File: config.mk
export PLATFORM = sky130hd
export DESIGN_NAME = bulk_pkt_ep
export DESIGN_NICKNAME = d
export VERILOG_FILES = /design/src/rtl/ep_pkt_pkg.sv /design/src/rtl/ep_desc_check.sv /design/src/rtl/ep_pkt_calc.sv /design/src/rtl/ep_xfer_state.sv /design/src/rtl/bulk_pkt_ep.sv
export SDC_FILE = /design/constraint.sdc
export NUM_CORES = 1
export LEC_CHECK = 0
export BUFFER_PORTS_ARGS = -buffer_cell sky130_fd_sc_hd__buf_2
export CAP_MARGIN = 20
export CORE_MARGIN = 2
export CORE_UTILIZATION = 35
export DETAILED_ROUTE_END_ITERATION = 16
export PLACE_DENSITY = 0.56
export SLEW_MARGIN = 20
export SYNTH_ARGS = -nofsm -noshare
export SYNTH_HDL_FRONTEND = slang
export SYNTH_SLANG_ARGS = --single-unit
File: constraint.sdc
create_clock -name clk_i -period 5.1 [get_ports clk_i]
set_clock_uncertainty 0.05 [all_clocks]
set_input_delay 1.53 -clock clk_i [delete_from_list [all_inputs] [get_ports clk_i]]
set_output_delay 1.53 -clock clk_i [all_outputs]
set_load 0.05 [all_outputs]
File: src/rtl/ep_pkt_pkg.sv
package ep_pkt_pkg;

  typedef enum logic [1:0] {
    EV_IDLE  = 2'd0,
    EV_LOAD  = 2'd1,
    EV_TOKEN = 2'd2
  } ep_ev_e;

  // load wins over a coincident token
  function automatic ep_ev_e decode_ev(input logic load, input logic tok);
    if (load)     return EV_LOAD;
    else if (tok) return EV_TOKEN;
    else          return EV_IDLE;
  endfunction

endpackage

File: src/rtl/ep_desc_check.sv
module ep_desc_check #(
  parameter int unsigned MPS_W  = 11,
  parameter int unsigned MULT_W = 2
) (
  input  logic [MPS_W-1:0]  mps_i,
  input  logic [MULT_W-1:0] mult_i,
  output logic              good_o
);
  always_comb good_o = (mult_i == '0) && (mps_i != '0);
endmodule

File: src/rtl/ep_pkt_calc.sv
module ep_pkt_calc #(
  parameter int unsigned BYTES_W = 16,
  parameter int unsigned MPS_W   = 11
) (
  input  logic [BYTES_W-1:0] remain_i,
  input  logic [MPS_W-1:0]   mps_i,
  input  logic               zlt_i,
  output logic [MPS_W-1:0]   len_o,
  output logic               last_o
);
  logic [BYTES_W-1:0] mps_ext;
  logic               above, equal;

  always_comb begin
    mps_ext = BYTES_W'(mps_i);
    above   = remain_i > mps_ext;
    equal   = remain_i == mps_ext;
    len_o   = (above || equal) ? mps_i : remain_i[MPS_W-1:0];
    // an exactly full packet is last only when termination is suppressed
    last_o  = !above && !(equal && !zlt_i);
  end
endmodule

File: src/rtl/ep_xfer_state.sv
module ep_xfer_state
  import ep_pkt_pkg::*;
#(
  parameter int unsigned BYTES_W = 16,
  parameter int unsigned MPS_W   = 11
) (
  input  logic               clk_i,
  input  logic               rst_ni,
  input  ep_ev_e             ev_i,
  input  logic               accept_i,
  input  logic               tok_ok_i,
  input  logic [BYTES_W-1:0] ld_bytes_i,
  input  logic [MPS_W-1:0]   ld_mps_i,
  input  logic               ld_zlt_i,
  input  logic               ld_good_i,
  input  logic [MPS_W-1:0]   step_len_i,
  input  logic               step_last_i,
  output logic               primed_o,
  output logic [BYTES_W-1:0] remain_o,
  output logic [MPS_W-1:0]   mps_o,
  output logic               zlt_o,
  output logic               cfg_err_o
);
  logic               primed_q, zlt_q, err_q;
  logic [BYTES_W-1:0] remain_q;
  logic [MPS_W-1:0]   mps_q;

  always_ff @(posedge clk_i or negedge rst_ni) begin
    if (!rst_ni) begin
      primed_q <= 1'b0;
      zlt_q    <= 1'b0;
      err_q    <= 1'b0;
      remain_q <= '0;
      mps_q    <= '0;
    end else if (ev_i == EV_LOAD) begin
      err_q <= !ld_good_i;
      if (ld_good_i) begin
        primed_q <= 1'b1;
        remain_q <= ld_bytes_i;
        mps_q    <= ld_mps_i;
        zlt_q    <= ld_zlt_i;
      end else begin
        primed_q <= 1'b0;
        remain_q <= '0;
      end
    end else if (accept_i) begin
      remain_q <= remain_q - BYTES_W'(step_len_i);
      if (step_last_i) primed_q <= 1'b0;
    end
  end

  assign primed_o  = primed_q;
  assign remain_o  = remain_q;
  assign mps_o     = mps_q;
  assign zlt_o     = zlt_q;
  assign cfg_err_o = err_q;


  a_r7_fail_keeps_remain: assert property (@(posedge clk_i) disable iff (!rst_ni)
    (ev_i == EV_TOKEN && !tok_ok_i) |=> $stable(remain_q));

  a_r1_stays_unprimed: assert property (@(posedge clk_i) disable iff (!rst_ni)
    (!primed_q && ev_i != EV_LOAD) |=> !primed_q);

  a_r9_last_unprimes: assert property (@(posedge clk_i) disable iff (!rst_ni)
    (accept_i && step_last_i && ev_i == EV_TOKEN) |=> (!primed_q && remain_q == '0));

  a_r10_bad_load_flags: assert property (@(posedge clk_i) disable iff (!rst_ni)
    (ev_i == EV_LOAD && !ld_good_i) |=> (err_q && !primed_q));
endmodule

File: src/rtl/bulk_pkt_ep.sv
module bulk_pkt_ep
  import ep_pkt_pkg::*;
#(
  parameter int unsigned BYTES_W = 16,
  parameter int unsigned MPS_W   = 11,
  parameter int unsigned MULT_W  = 2
) (
  input  logic               clk_i,
  input  logic               rst_ni,
  input  logic               desc_load_i,
  input  logic [BYTES_W-1:0] desc_bytes_i,
  input  logic [MPS_W-1:0]   desc_mps_i,
  input  logic               desc_zlt_i,
  input  logic [MULT_W-1:0]  desc_mult_i,
  input  logic               tok_valid_i,
  input  logic               tok_ok_i,
  output logic               hs_valid_o,
  output logic               hs_nak_o,
  output logic [MPS_W-1:0]   pkt_len_o,
  output logic               done_o,
  output logic [BYTES_W-1:0] remain_o,
  output logic               cfg_err_o
);
  ep_ev_e             ev;
  logic               ld_good, primed, zlt, serve, accept, step_last;
  logic [BYTES_W-1:0] remain;
  logic [MPS_W-1:0]   mps, step_len;

  assign ev     = decode_ev(desc_load_i, tok_valid_i);
  assign serve  = (ev == EV_TOKEN) && primed;
  assign accept = serve && tok_ok_i;

  ep_desc_check #(.MPS_W(MPS_W), .MULT_W(MULT_W)) u_check (
    .mps_i  (desc_mps_i),
    .mult_i (desc_mult_i),
    .good_o (ld_good)
  );

  ep_pkt_calc #(.BYTES_W(BYTES_W), .MPS_W(MPS_W)) u_calc (
    .remain_i (remain),
    .mps_i    (mps),
    .zlt_i    (zlt),
    .len_o    (step_len),
    .last_o   (step_last)
  );

  ep_xfer_state #(.BYTES_W(BYTES_W), .MPS_W(MPS_W)) u_state (
    .clk_i       (clk_i),
    .rst_ni      (rst_ni),
    .ev_i        (ev),
    .accept_i    (accept),
    .tok_ok_i    (tok_ok_i),
    .ld_bytes_i  (desc_bytes_i),
    .ld_mps_i    (desc_mps_i),
    .ld_zlt_i    (desc_zlt_i),
    .ld_good_i   (ld_good),
    .step_len_i  (step_len),
    .step_last_i (step_last),
    .primed_o    (primed),
    .remain_o    (remain),
    .mps_o       (mps),
    .zlt_o       (zlt),
    .cfg_err_o   (cfg_err_o)
  );

  logic             hs_valid_q, hs_nak_q, done_q;
  logic [MPS_W-1:0] len_q;

  always_ff @(posedge clk_i or negedge rst_ni) begin
    if (!rst_ni) begin
      hs_valid_q <= 1'b0;
      hs_nak_q   <= 1'b0;
      len_q      <= '0;
      done_q     <= 1'b0;
    end else begin
      hs_valid_q <= tok_valid_i;
      hs_nak_q   <= tok_valid_i && !serve;
      len_q      <= serve ? step_len : '0;
      done_q     <= accept && step_last;
    end
  end

  assign hs_valid_o = hs_valid_q;
  assign hs_nak_o   = hs_nak_q;
  assign pkt_len_o  = len_q;
  assign done_o     = done_q;
  assign remain_o   = remain;


  a_r1_nak_unprimed: assert property (@(posedge clk_i) disable iff (!rst_ni)
    (tok_valid_i && (!primed || desc_load_i)) |=> (hs_nak_o && pkt_len_o == '0));

  a_r3_len_bound: assert property (@(posedge clk_i) disable iff (!rst_ni)
    (hs_valid_o && !hs_nak_o) |-> (pkt_len_o <= mps));

  a_r9_done_remain_zero: assert property (@(posedge clk_i) disable iff (!rst_ni)
    done_o |-> (remain_o == '0 && hs_valid_o && !hs_nak_o));
  a_r9_done_pulse: assert property (@(posedge clk_i) disable iff (!rst_ni)
    done_o |=> !done_o);

  a_r8_remain_drop: assert property (@(posedge clk_i) disable iff (!rst_ni)
    (accept && !desc_load_i) |=> (remain_o == $past(remain) - BYTES_W'(pkt_len_o)));
endmodule

==> impl_metrics.json <==
{
  "grt_max_degree": 45,
  "start_kind": "flip-flop",
  "hold_violations": 0,
  "grt.total_usage_pct": 19.3,
  "place_inst": 475,
  "seq_area_frac_synth_pct": 38.7,
  "post_cts_buffers": 0,
  "worst_hold_startpoint": "u_state.cfg_err_o",
  "cts_tree": "yes",
  "cp-startpoint": "u_state.remain_o[7]",
  "clk_pin_slew_ps": 90,
  "numCtsBuffers": 5,
  "finalCriticalPeriod_ps": 4180,
  "grt_overflow": 0,
  "fillers": 811,
  "initial_core_util_pct": 36.4,
  "setup_ws_ps": 916,
  "synth_area_leaders": "dfrtp_1 39%, ha_1 9.7%, o21ai_0 5.8%",
  "antenna_found_initial": 0,
  "grt_pass1_vias": 2479,
  "place_hpwl_microns": 6190,
  "crit_fanout": 13,
  "place_area_sq_um": 3280,
  "die_area_sq_um": 8870,
  "cts_resized": 0,
  "io_pins": 66,
  "setup_viol": 0,
  "syn_avg_cell_area_sq_um": 9.00,
  "grt_pass1_wl_microns": 13100,
  "wl_per_cell_microns": 16.9,
  "tightestPinTransition_ps": 630,
  "portBuffers": 65,
  "regArea_sq_um": 1100,
  "fin_crit_sh_pct": 82.0,
  "multiInputGateArea_sq_um": 1630,
  "clk_path_buf_depth": 2,
  "syn_inst": 316,
  "p_per_area_nw_per_um2": 575,
  "critPathArrivalTime_ps": 4330,
  "synth-seq-cells": 44,
  "cts_sinks": 44,
  "diodes": 0,
  "syn_to_final_growth_pct": 18.6,
  "postCtsHoldBufs": 0,
  "critPathKind": "flip-flop to flip-flop",
  "yosys.area.top_type_share_pct": 38.7,
  "layout_commonest_cell": "buf_2",
  "cap_violations": 0,
  "vias": 2576,
  "end_kind": "flip-flop",
  "outcome": "completed",
  "hold_path.class": "flip-flop to flip-flop",
  "power.total_mw": 1.94,
  "holdWs_ps": 460,
  "final_cell_mix": "64 x buf_2, 44 x dfrtp_1, 33 x o21ai_0, 30 x nand2_1, 25 x a21oi_1",
  "viasPerCell": 5.34,
  "firstDrtPassIters": 4,
  "placementRows": 32,
  "cts_max_level": 2,
  "insertion_delay_ps": 300,
  "tns_ps": 0,
  "final_util_pct": 43.2,
  "ys.flop_type": "dfrtp_1",
  "leakagePower_nw": 1.60,
  "async_flop_share_pct": 100,
  "synth.net_count": 374,
  "yosys_warnings": 0,
  "synth_cell_type_count": 53,
  "finalInstanceArea_sq_um": 3370,
  "syn_area_sq_um": 2850,
  "gp_congestion": 0.918,
  "drcViolationCount": 0,
  "relSlewSlack_pct": 58.0,
  "final_nets": 438,
  "drv_slew": 0,
  "dieHeight_microns": 94.2,
  "cts_root_buf": "clkbuf_8",
  "reg2reg_from": "u_state.remain_o[7]",
  "dr.first_iter.drc_count": 100,
  "drt_wl_total_microns": 8120,
  "drive_gt1_share_pct": 24.5,
  "core_sq_um": 7810,
  "die_w_microns": 94.2,
  "critPathRequiredTime_ps": 5240,
  "clock.fmax_ghz": 0.239,
  "grt_setup_unrepaired": "no",
  "yosysTopAreaCell": "dfrtp_1",
  "synth_edf_count": 0,
  "pre_cts_slack_ps": 978,
  "ir_drop_v": 0.000215,
  "instances_no_fill": 482,
  "ant_nets": 0
}
[Yosys cell counts (4+ instances only)]
library cell and n:
dfrtp_1 44, o21ai_0 33, nand2_1 30, a21oi_1 25, ha_1 22, nor2_1 18
inv_1 17, nand3_1 16, and2_1 11, a21boi_0 10, o21ai_2 8, clkbuf_1 6
nor2b_1 5, o21a_1 5, a21o_1 4, buf_2 4, nor4_1 4, xor2_1 4
[critical path: stages, from the launching register on]
cell	delay [ps]
dfrtp_1	430
ha_1	340
nand2_1	60
o21ai_0	310
nand2b_1	200
o311a_1	590
o21ai_2	90
and2_1	180
ha_1	370
a21oi_1	220
inv_1	90
o41ai_2	520
o21ai_2	200
mux2i_1	150
a211o_1	270
[area by class of cell]
cell class	count	share of cell area, %
timing repair buffer	69	10.6
inverter	17	1.89
multi-input combinational	243	48.2
tap	102	3.78
sequential	44	32.6
clock buffer	7	2.86
[flip-flops by register name, summed over array words and instances, names as in the netlist]
signal             flops
done_o                 1
hs_nak_o               1
hs_valid_o             1
pkt_len_o             11
u_state.cfg_err_o      1
u_state.mps_o         11
u_state.primed_o       1
u_state.remain_o      16
u_state.zlt_o          1
[logic make-up after synthesis]
| family | synth area share, % |
|---|---|
| flip-flops | 38.7 |
| XOR/XNOR | 2.15 |
| buffers and inverters | 4.40 |
| AO/OA/AOI/OAI | 24.3 |
| adder cells (fa/ha/maj) | 10.4 |
| AND/OR/NAND/NOR | 18.6 |
| multiplexers | 1.50 |
[worst paths after layout]
check                      slack, ps  cells past startpoint                    to
max in group asynchronous       3420                      1          pkt_len_o[5]
hold reg to reg                  460                      2     u_state.cfg_err_o
setup reg to reg                 920                     14  u_state.remain_o[13]
min in group asynchronous       1180                      1   u_state.remain_o[2]
setup / recovery                 920                     14  u_state.remain_o[13]
hold / removal                   460                      2     u_state.cfg_err_o
[routing by layer]
layer / part of all wire (%) / global-route usage (%)
met5: 0 / 0
met3: 4.9 / 3.29
met2: 49 / 32.0
met1: 45 / 26.0
met4: 1.1 / 4.83
[where the power goes]
group	switching, mW	internal (mW)	leakage (nW)
Clock	0.119	0.121	0.0503
Sequential	0.0770	0.415	0.564
Combinational	0.760	0.450	0.982
Total	0.956	0.985	1.60
(Power assumes the default switching activity.)
